$ cat config.mk
export PLATFORM = sky130hd
export DESIGN_NAME = dbat_status_ctrl
export DESIGN_NICKNAME = d
export VERILOG_FILES = /design/src/rtl/dbat_pkg.sv /design/src/rtl/dbat_tick_gen.sv /design/src/rtl/dbat_limit_timer.sv /design/src/rtl/dbat_bat_filter.sv /design/src/rtl/dbat_status_ctrl.sv
export SDC_FILE = /design/constraint.sdc
export NUM_CORES = 1
export LEC_CHECK = 0
export BUFFER_PORTS_ARGS = -buffer_cell sky130_fd_sc_hd__buf_2
export CAP_MARGIN = 20
export CORE_ASPECT_RATIO = 1.75
export CORE_MARGIN = 5
export CORE_UTILIZATION = 32
export DETAILED_ROUTE_END_ITERATION = 6
export PLACE_DENSITY = 0.47
export SYNTH_ARGS = -nofsm -noshare
export SYNTH_HDL_FRONTEND = slang
export SYNTH_SLANG_ARGS = --single-unit
$ cat constraint.sdc
create_clock -name clk_i -period 6.2 [get_ports clk_i]
set_input_delay 0.62 -clock clk_i [delete_from_list [all_inputs] [get_ports clk_i]]
set_output_delay 0.62 -clock clk_i [all_outputs]
set_load 0.05 [all_outputs]
$ cat src/rtl/dbat_pkg.sv
package dbat_pkg;

  typedef enum logic [1:0] {
    PORT_STD_HOST = 2'b00,
    PORT_CHG_HOST = 2'b01,
    PORT_WALL     = 2'b10,
    PORT_RSVD     = 2'b11
  } port_e;

  typedef enum logic [1:0] {
    PH_IDLE  = 2'd0,
    PH_TIMED = 2'd1,
    PH_HELD  = 2'd2,
    PH_FAULT = 2'd3
  } phase_e;

  typedef struct packed {
    logic chg_det;
    logic chg_allow;
    logic sw_open;
    logic dp_src;
  } stat_t;

  localparam stat_t STAT_RELEASED = '{chg_det: 1'b0, chg_allow: 1'b0,
                                      sw_open: 1'b1, dp_src: 1'b0};

endpackage

$ cat src/rtl/dbat_tick_gen.sv
module dbat_tick_gen #(
  parameter int unsigned CLK_PER_TICK = 50000
) (
  input  logic clk_i,
  input  logic rst_ni,
  input  logic run_i,
  output logic tick_o
);

  generate
    if (CLK_PER_TICK <= 1) begin : g_direct
      assign tick_o = run_i;
    end else begin : g_count
      localparam int unsigned CW = $clog2(CLK_PER_TICK);
      localparam logic [CW-1:0] LAST = CW'(CLK_PER_TICK - 1);
      logic [CW-1:0] cnt_q;

      assign tick_o = run_i && (cnt_q == LAST);

      always_ff @(posedge clk_i or negedge rst_ni) begin
        if (!rst_ni)       cnt_q <= '0;
        else if (!run_i)   cnt_q <= '0;
        else if (tick_o)   cnt_q <= '0;
        else               cnt_q <= cnt_q + 1'b1;
      end
    end
  endgenerate

endmodule

$ cat src/rtl/dbat_limit_timer.sv
module dbat_limit_timer #(
  parameter int unsigned LIMIT_TICKS = 1800000,
  localparam int unsigned TW = $clog2(LIMIT_TICKS + 1)
) (
  input  logic          clk_i,
  input  logic          rst_ni,
  input  logic          clr_i,
  input  logic          run_i,
  input  logic          tick_i,
  output logic          expire_o,
  output logic [TW-1:0] cnt_o
);

  localparam logic [TW-1:0] LAST = TW'(LIMIT_TICKS - 1);
  logic [TW-1:0] cnt_q;

  assign expire_o = run_i && tick_i && (cnt_q == LAST);
  assign cnt_o    = cnt_q;

  // Saturates at LIMIT_TICKS: once expired, run_i is dropped by the owner.
  always_ff @(posedge clk_i or negedge rst_ni) begin
    if (!rst_ni)              cnt_q <= '0;
    else if (clr_i)           cnt_q <= '0;
    else if (run_i && tick_i) cnt_q <= cnt_q + 1'b1;
  end

endmodule

$ cat src/rtl/dbat_bat_filter.sv
module dbat_bat_filter #(
  parameter int unsigned CLOSE_TICKS = 20,
  parameter int unsigned OPEN_TICKS  = 50,
  localparam int unsigned MAXD = (CLOSE_TICKS > OPEN_TICKS) ? CLOSE_TICKS : OPEN_TICKS,
  localparam int unsigned DW = $clog2(MAXD + 1)
) (
  input  logic clk_i,
  input  logic rst_ni,
  input  logic load_i,
  input  logic clr_i,
  input  logic track_i,
  input  logic tick_i,
  input  logic raw_i,
  output logic ok_o
);

  localparam logic [DW-1:0] RISE_LAST = DW'(CLOSE_TICKS - 1);
  localparam logic [DW-1:0] FALL_LAST = DW'(OPEN_TICKS - 1);

  logic          ok_q;
  logic [DW-1:0] cnt_q;
  logic [DW-1:0] last;

  assign last = raw_i ? RISE_LAST : FALL_LAST;
  assign ok_o = ok_q;

  always_ff @(posedge clk_i or negedge rst_ni) begin
    if (!rst_ni) begin
      ok_q  <= 1'b0;
      cnt_q <= '0;
    end else if (load_i) begin
      ok_q  <= raw_i;
      cnt_q <= '0;
    end else if (clr_i) begin
      ok_q  <= 1'b0;
      cnt_q <= '0;
    end else if (!track_i || (raw_i == ok_q)) begin
      cnt_q <= '0;
    end else if (tick_i) begin
      if (cnt_q == last) begin
        ok_q  <= raw_i;
        cnt_q <= '0;
      end else begin
        cnt_q <= cnt_q + 1'b1;
      end
    end
  end

endmodule

$ cat src/rtl/dbat_status_ctrl.sv
module dbat_status_ctrl
  import dbat_pkg::*;
#(
  parameter int unsigned CLK_PER_TICK = 50000,
  parameter int unsigned LIMIT_TICKS  = 1800000,
  parameter int unsigned CLOSE_TICKS  = 20,
  parameter int unsigned OPEN_TICKS   = 50
) (
  input  logic       clk_i,
  input  logic       rst_ni,
  input  logic       bus_valid_i,
  input  logic       det_done_i,
  input  logic [1:0] port_type_i,
  input  logic       good_bat_i,
  output logic       chg_det_o,
  output logic       chg_allow_o,
  output logic       sw_open_o,
  output logic       dp_src_o
);

  localparam int unsigned TW = $clog2(LIMIT_TICKS + 1);

  phase_e  phase_q, phase_d;
  port_e   port_q;
  logic    accept, tick, expire, bat_ok;
  logic [TW-1:0] tcnt;
  stat_t   stat;

  assign accept = (phase_q == PH_IDLE) && bus_valid_i && det_done_i;

  dbat_tick_gen #(.CLK_PER_TICK(CLK_PER_TICK)) u_tick (
    .clk_i  (clk_i),
    .rst_ni (rst_ni),
    .run_i  (phase_q != PH_IDLE),
    .tick_o (tick)
  );

  dbat_limit_timer #(.LIMIT_TICKS(LIMIT_TICKS)) u_timer (
    .clk_i    (clk_i),
    .rst_ni   (rst_ni),
    .clr_i    (phase_q == PH_IDLE),
    .run_i    (phase_q == PH_TIMED),
    .tick_i   (tick),
    .expire_o (expire),
    .cnt_o    (tcnt)
  );

  dbat_bat_filter #(.CLOSE_TICKS(CLOSE_TICKS), .OPEN_TICKS(OPEN_TICKS)) u_bat (
    .clk_i   (clk_i),
    .rst_ni  (rst_ni),
    .load_i  (accept),
    .clr_i   (phase_q == PH_IDLE),
    .track_i ((phase_q == PH_TIMED) || (phase_q == PH_HELD)),
    .tick_i  (tick),
    .raw_i   (good_bat_i),
    .ok_o    (bat_ok)
  );

  always_comb begin
    phase_d = phase_q;
    if (!bus_valid_i) begin
      phase_d = PH_IDLE;
    end else begin
      unique case (phase_q)
        PH_IDLE:  if (det_done_i) phase_d = PH_TIMED;
        PH_TIMED: if (expire)     phase_d = bat_ok ? PH_HELD : PH_FAULT;
        PH_HELD:  if (!bat_ok)    phase_d = PH_FAULT;
        default:  phase_d = PH_FAULT;
      endcase
    end
  end

  always_ff @(posedge clk_i or negedge rst_ni) begin
    if (!rst_ni) begin
      phase_q <= PH_IDLE;
      port_q  <= PORT_STD_HOST;
    end else begin
      phase_q <= phase_d;
      if (accept) port_q <= port_e'(port_type_i);
    end
  end

  // Output decode: every output derives from the same state flops.
  always_comb begin
    stat = STAT_RELEASED;
    if ((phase_q == PH_TIMED) || (phase_q == PH_HELD)) begin
      stat.chg_allow = 1'b1;
      stat.chg_det   = (port_q == PORT_CHG_HOST) || (port_q == PORT_WALL);
      if (port_q == PORT_WALL) begin
        stat.sw_open = 1'b1;
        stat.dp_src  = 1'b1;
      end else begin
        stat.sw_open = !bat_ok;
        stat.dp_src  = !bat_ok && (phase_q == PH_TIMED);
      end
    end
  end

  assign chg_det_o   = stat.chg_det;
  assign chg_allow_o = stat.chg_allow;
  assign sw_open_o   = stat.sw_open;
  assign dp_src_o    = stat.dp_src;

endmodule

==> results of run 1 <==
## cell type report
class	instances	area (µm²)	area share
tap	92	115	0.0391
timing repair buffer	12	65.1	0.0221
inverter	10	37.5	0.0128
clock inverter	3	23.8	0.00809
multi-input combinational	211	1370	0.467
sequential	48	1200	0.409
clock buffer	5	125	0.0426
## Yosys cell counts, types with 2 or more instances
cell and count:
nor2b_1 3, a21oi_1 3, nor4b_1 3, o21ai_0 5, mux2i_1 6, clkbuf_1 6, nor3_1 8, dfrtp_1 48
nand4_1 15, xnor2_1 16, xor2_1 17, buf_6 2, nor4_1 4, and3_1 5, nand3b_1 5, nor2_1 43
nor4_4 2, and4_1 2, mux2_2 2, nand2_1 21, and2_1 3, nand3_1 24, ha_1 8, inv_1 10
## cell families after synthesis
| family | count (synthesis) | synth area share |
|---|---|---|
| AOI/OAI and AO/OA | 17 | 0.0429 |
| xor gates and xnor gates | 33 | 0.109 |
| adders and majority gates | 8 | 0.0377 |
| buffers and inverters | 19 | 0.0330 |
| DFF | 48 | 0.452 |
| muxes | 8 | 0.0311 |
| and+or+nand+nor | 145 | 0.294 |
## routing by layer
metal,part of all wire,track usage
met5,0,0
met3,0.027,0.0206
met1,0.38,0.134
met2,0.56,0.253
met4,0.029,0.0557
## worst paths after layout
path	start	endpoint	slack, ns	cells after the start
setup / recovery	phase_q[0]	phase_q[0]	3.70	7
hold / removal	rst_ni	u_tick.g_count.cnt_q[6]	0.41	2
setup reg to reg	phase_q[0]	phase_q[0]	3.70	7
hold reg to reg	u_tick.g_count.cnt_q[0]	u_tick.g_count.cnt_q[0]	0.50	1
max in group asynchronous	rst_ni	phase_q[0]	5.34	2
min in group clk_i	u_tick.g_count.cnt_q[0]	u_tick.g_count.cnt_q[0]	0.50	1
## flip-flops by register name (all words and copies together), names as in the netlist
name,cells
port_q,2
u_bat.cnt_q,6
u_bat.ok_o,1
u_timer.cnt_o,21
u_tick.g_count.cnt_q,16
phase_q,2
## cell usage in the layout (no fill, tap or decap), types with 2 or more instances in the layout
| cell type | instances |
|---|---|
| and3_1 | 5 |
| buf_4 | 2 |
| ha_1 | 8 |
| mux2_2 | 2 |
| xor2_1 | 17 |
| inv_1 | 10 |
| clkinvlp_4 | 2 |
| a21oi_1 | 3 |
| buf_2 | 10 |
| nor4b_1 | 3 |
| nor4_1 | 3 |
| o21ai_0 | 5 |
| nand4_1 | 15 |
| mux2i_1 | 6 |
| and4_1 | 2 |
| nand2_1 | 21 |
| dfrtp_1 | 48 |
| nor2b_1 | 3 |
| nand3_1 | 24 |
| nand3b_1 | 5 |
| nor4_2 | 2 |
| and2_1 | 3 |
| clkbuf_16 | 5 |
| nor3_1 | 8 |
| nor2_1 | 43 |
| nor4_4 | 2 |
| xnor2_1 | 16 |
## metrics by stage
| step | worst slack [ns] | area [µm²] | hold WS [ns] | instances | power [mW] |
|---|---|---|---|---|---|
| global route | 3.45 | 2940 | 0.476 | 381 | 0.885 |
| global placement | 3.74 | 2790 | 0.472 | 373 | 0.570 |
| CTS | 3.66 | 2940 | 0.456 | 381 | 0.853 |
| finish | 3.70 | 2940 | 0.414 | 381 | 0.836 |
| detailed placement | 3.68 | 2790 | 0.472 | 373 | 0.570 |
| floorplan | 3.77 | 2660 | 0.324 | 278 | 0.511 |
## power groups by stage
stage | registers (mW) | logic (mW) | clock network [mW]
final | 0.355 | 0.205 | 0.276
after global routing | 0.358 | 0.228 | 0.299
after CTS | 0.355 | 0.210 | 0.288
after detailed placement | 0.361 | 0.209 | 0
after global placement | 0.360 | 0.209 | 0
after floorplan | 0.356 | 0.155 | 0
## critical path, cell delays in order (launching register included)
cell and delay (ns):
dfrtp_1 0.38, inv_1 0.12, ha_1 0.66, inv_1 0.37, o21ai_0 0.33, o21ai_0 0.14, a21oi_2 0.21, mux2i_1 0.21
==> results summary, run 1 <==
The root buffer cell chosen for the clock tree is clkbuf_16. The highest fanout seen on the critical path is 20. The fill cell total of the finished layout came out at approximately 850. The flow ran to the end, and the final reports show no timing, DRC or antenna violations. The yosys synthesis warning count came out at 0. The shortest clock period the worst path allows after layout is 2.50 ns. During I/O placement, the number of pins put on the boundary was 11. The type of the worst setup path is reg -> reg. TritonCTS built the clock tree. The worst setup skew after layout came out at 0.00948 ns. Before antenna repair, the detailed router went through 4 iterations.

The global-route wire length before repair is around 10000 µm. The number of enable-type register cells in the synthesized netlist is 0. The starting density of the core came out at 0.324. The width of the chip came out at 78.9 µm. Once the clock tree was built, the resizer swapped 0 gates to a different size.

The fraction of post-synthesis cell area in the top cell type by area came out at 0.452. The flip-flop and latch count after synthesis is 48. The number of violations reported at the end of detailed-routing iteration 0 is 71. The total power per unit cell area came out at 284 nW/µm². The power share of the clock group came out at 0.330.

In the routed design, unresolved DRC markers number 0. The hold buffer count at cts came out at 0. The number of H-tree levels came out at 2. The count of nets left with antenna violations once routing finished came out at 0. The total setup violations reported at the end of the flow is 0. In this run the worst hold path is classified as in -> async.

The number of buffers inserted to repair setup after CTS came out at 0. Measured on the finished design, the core utilization comes to 0.358. Yosys attributes the largest share of cell area to dfrtp_1, nor2_1, xor2_1. The number of nets in the layout came out at a little over 300.

The total die area is 10300 µm². The clock network latency to the later pin of the worst-skew pair came out at 0.29 ns. The number of port buffers is 10. The number of antenna diodes in the final layout is 0. The final global-route overflow total came out at 0.

The number of standard cells after synthesis came out at about 280. The max-cap violation count came out at 0. Setup repair after global routing left no endpoint under its margin. The synthesized netlist net count came out at 293. The via count of the first global-routing pass came out at about 2100.

The fraction of power consumed by combinational cells is 0.245. After synthesis, the share of flip-flops with an asynchronous set or reset is 1.00. Of the total power, the share spent switching nets is 0.352. The routed wire length per instance is 16.1 µm. The share of total power dissipated in sequential elements is 0.425. The number of clock buffers added by TritonCTS is 5. The summed instance area of the synthesized netlist is 2660 µm². The mean number of vias per cell came out at ~5.4. Of the available clock period, the critical path in the final layout requires 0.404. The vertical die dimension is approximately 130 µm. The maximum vdd ir drop came out at 0.320 mV. The slew at the pin closest to its max-slew limit came out at 0.728 ns. The maximum clock frequency came out at 399 MHz. The routed layout has 2039 vias. The sort of element at the start of the critical path is a flop. The count of pins over their slew limit came to 0. For this block, the routed nets add up to 6120 µm of wire. The longest clock path from root to sink contains 2 buffers.

The total core area came out at approximately 8200 µm². The global-route usage over all layers came out at 0.130. The switching power is 0.294 mW.

STA classifies the critical path endpoint as a flop. The share of synthesized area occupied by flip-flops and latches came out at 0.452. The data arrival time of the worst path came out at 2.72 ns.

The clock edge transition at the registers on the reported setup and hold paths is roughly 0.070 ns. The average cell area after synthesis came out at 9.55 µm². Data on the critical path is required at its endpoint by ~6.4 ns. The total negative setup slack came out at 0 ns. The biggest area contributor in the post-synthesis netlist is dfrtp_1. The remaining max-slew budget at the tightest pin is 0.502.

The last weighted congestion value of the routability-driven placer came out at 0.788. Among all flip-flop cells after synthesis, the most frequent one is dfrtp_1. The post-synthesis to final-layout area growth is 10.7%. The share of final-layout standard cells stronger than drive strength 1 is 0.111. The number of antenna violations at the first check in global routing was 0. The estimated wirelength of the detail-placed design came out at 4380 µm.

The number of core rows is 44. The static power due to leakage is around 1.2 nW. The distinct cell type count of the synthesized netlist is 41. The maximum number of pins on one net before global-route repair is 49. The number of clock sinks is 48. The number of hold violations in the final report came out at 0. The internal cell power is roughly 0.54 mW.
Power figures use the tool's default switching activity.
==> run 2, diff against run 1 <==
- clock period: 6.2 -> 2.6 ns (I/O delays scaled with it)
==> run 2 against run 1 <==
Clock skew down 0.0020 ns; critical path depth is 2 lower; clock-buffer cell count is the same; combinational power increased to 2.6 times the previous value; utilization increased by 1.3 points; routed wire length decreased by 1.1%; clock power grew to 3.0 times the previous value; non-clock buffer count increased by 9; largest cell class unchanged; die area unchanged.
==> results summary, run 2 (synthesis gave the netlist of run 1 again) <==
The run finished with clean final reports. The post-route DRC violation count came out at 0. The area occupied by registers is 1200 µm². The number of antenna violations at the first check in global routing is 0. For this design, the slowest cell found on the critical path is or4_4. The highest fanout seen on the critical path is 9. The number of nets in the layout came out at around 310. The total negative setup slack is 0 ns. The via count of the first global-routing pass came out at 2112. The met3 layer usage reported by global route came out at 0.0192.

The count of pins over their slew limit came out at 0. The largest stage delay on the critical path came out at 0.62 ns. Row generation in the floorplan step produced between 40 and 50 rows. The repair_antennas step left the layout with diodes totalling 0. Summed over all layers, the routed wires come to 6050 µm. The later pin in the worst-skew pair is clocked with a latency of 0.29 ns. CTS built an H-tree with a depth of 2.

The total I/O pin count is 11. The element type at the critical path end is a flop. Setup repair after global routing left no endpoint under its margin. The hold buffer count at cts is 1. Of the available clock period, the critical path in the final layout requires 0.904. TritonCTS built the clock tree. The slew at the pin closest to its max-slew limit came out at 0.833 ns. The sum of buffers and inverters on the critical path came out at 0. Data on the critical path is required at its endpoint by 2.78 ns. The shortest clock period the worst path allows after layout is 2.35 ns.

The multi-input combinational cells in the finished layout cover a total of 1370 µm². The total CTS buffers is 5. The first global-routing pass estimated 10400 µm of wire.

The met2 track demand over resource is 0.254. The total die area came out at 10300 µm². The number of port buffers is 10.

The total core area came out at slightly above 8000 µm². For this run the aggregate overflow at the end of global routing stands at 0. The maximum vdd ir drop is 0.612 mV.

STA puts the critical path data arrival time at about 2.5 ns. The most common cell after layout, fill and taps aside is dfrtp_1. The maximum number of pins on one net before global-route repair came out at 37. Walking the worst path, the cells encountered are or4b_4 > or4_4 > nor4_4 > a21oi_2 > mux2i_1.

The wire-length estimate of the detail-placed layout is approximately 4500 µm. The number of clock sinks came out at between 40 and 50. Fill cells in the final layout number 830.

The min-delay analysis places its worst path in the category in -> reg. The vertical die dimension is 131 µm. The global-route usage over all layers came out at 0.130. The total setup violations reported at the end of the flow is 0. The first-pass iteration count of the detailed router is 4. The number of flip-flops under the largest register name came out at 21. In this run the static leakage power is 1.29 nW.

The routed wire length per instance is 15.6 µm. Using the TritonRoute via totals, the vias-per-cell ratio works out to 5.21. The tree is rooted in a clkbuf_16.

The number of gates resized after CTS was 0. Compared with the post-synthesis result, the final layout area differs by 14.8%. Broken down by cell family, the worst path's largest delay share belongs to simple AND/OR/NAND/NOR gates. The number of hold violations in the final report came out at 0. The last weighted congestion value of the routability-driven placer came out at 0.749. The layer with the highest usage is met2. Of the cells placed in the final design, the portion with a size suffix greater than 1 is 0.131.

Clock-pin slew was measured on the worst setup and hold paths at 0.07 ns. The starting density of the core is 0.324. Buffers added to address setup during post-CTS repair amount to 0. The via count is 2025. Based on the critical path, the design can be clocked at up to 426 MHz.

The number of violations reported at the end of detailed-routing iteration 0 is 69. The max-cap violation count is 0. By startpoint and endpoint, the worst setup path is classified as reg -> reg.

Between clock sinks in the finished design, the worst skew comes to between 0.007 and 0.008 ns. The width of the chip came out at 78.9 µm. STA classifies the critical path startpoint as a flop. Leaving out fill and tap cells, the most frequent cells in the layout are dfrtp_1, nor2_1, nand3_1, nand2_1, xor2_1. The total power per unit cell area is between 700 and 800 nW/µm². The count of nets left with antenna violations once routing finished came out at 0. The remaining max-slew budget at the tightest pin came out at 0.430. The final core utilization came out at 0.371. The clock tree buffer depth is 2. The met1 track demand over resource came out at 0.139.
[run 2: per-layer routing]
metal,routed length [µm],vias up
li1,-,1007
met1,2460,986
met2,3370,24
met3,131,8
met4,91,0
met5,0,-
[run 2: worst register-to-register path, delay by kind of cell, from the launching register on]
kind             cells  cell delay, ns
AO/OA/AOI/OAI        1            0.13
flip-flops           1            0.43
multiplexers         1            0.13
AND/OR/NAND/NOR      3            1.54
[run 2: power by group]
group          switching (mW)  internal, mW  leakage, nW
clock                   0.278         0.546       0.0899
sequential             0.0446         0.801        0.659
combinational           0.372         0.167        0.541
total                   0.694          1.51         1.29
[run 2: cell type report]
| type | instances | share of cell area |
|---|---|---|
| Multi-Input combinational cell | 211 | 0.451 |
| Sequential cell | 48 | 0.394 |
| Timing Repair Buffer | 21 | 0.0444 |
| Clock buffer | 5 | 0.0411 |
| Tap cell | 92 | 0.0378 |
| Clock inverter | 2 | 0.0197 |
| Inverter | 10 | 0.0123 |
[run 2: final timing paths]
| kind | from | endpoint | slack, ns | depth (start not counted) |
|---|---|---|---|---|
| worst min-delay path | port_type_i[1] | port_q[1] | 0.20 | 2 |
| max in group asynchronous | rst_ni | u_timer.cnt_o[18] | 1.43 | 3 |
| worst max register to register | u_tick.g_count.cnt_q[7] | phase_q[1] | 0.25 | 5 |
| min in group asynchronous | rst_ni | u_tick.g_count.cnt_q[6] | 0.39 | 2 |
| worst max-delay path | u_tick.g_count.cnt_q[7] | phase_q[1] | 0.25 | 5 |
| worst min register to register | u_timer.cnt_o[17] | u_timer.cnt_o[17] | 0.48 | 1 |
[run 2: through the flow]
| stage | instances | hold WS, ns | setup WS, ns | instance area (µm²) | power (mW) |
|---|---|---|---|---|---|
| 4_1_cts | 389 | 0.193 | 0.229 | 3050 | 2.24 |
| 2_1_floorplan | 278 | -0.0356 | 0.330 | 2660 | 1.22 |
| 3_3_place_gp | 381 | 0.163 | 0.233 | 2850 | 1.41 |
| 6_report | 389 | 0.197 | 0.251 | 3050 | 2.21 |
| 5_1_grt | 389 | 0.211 | 0.137 | 3050 | 2.33 |
| 3_5_place_dp | 381 | 0.161 | 0.234 | 2850 | 1.41 |
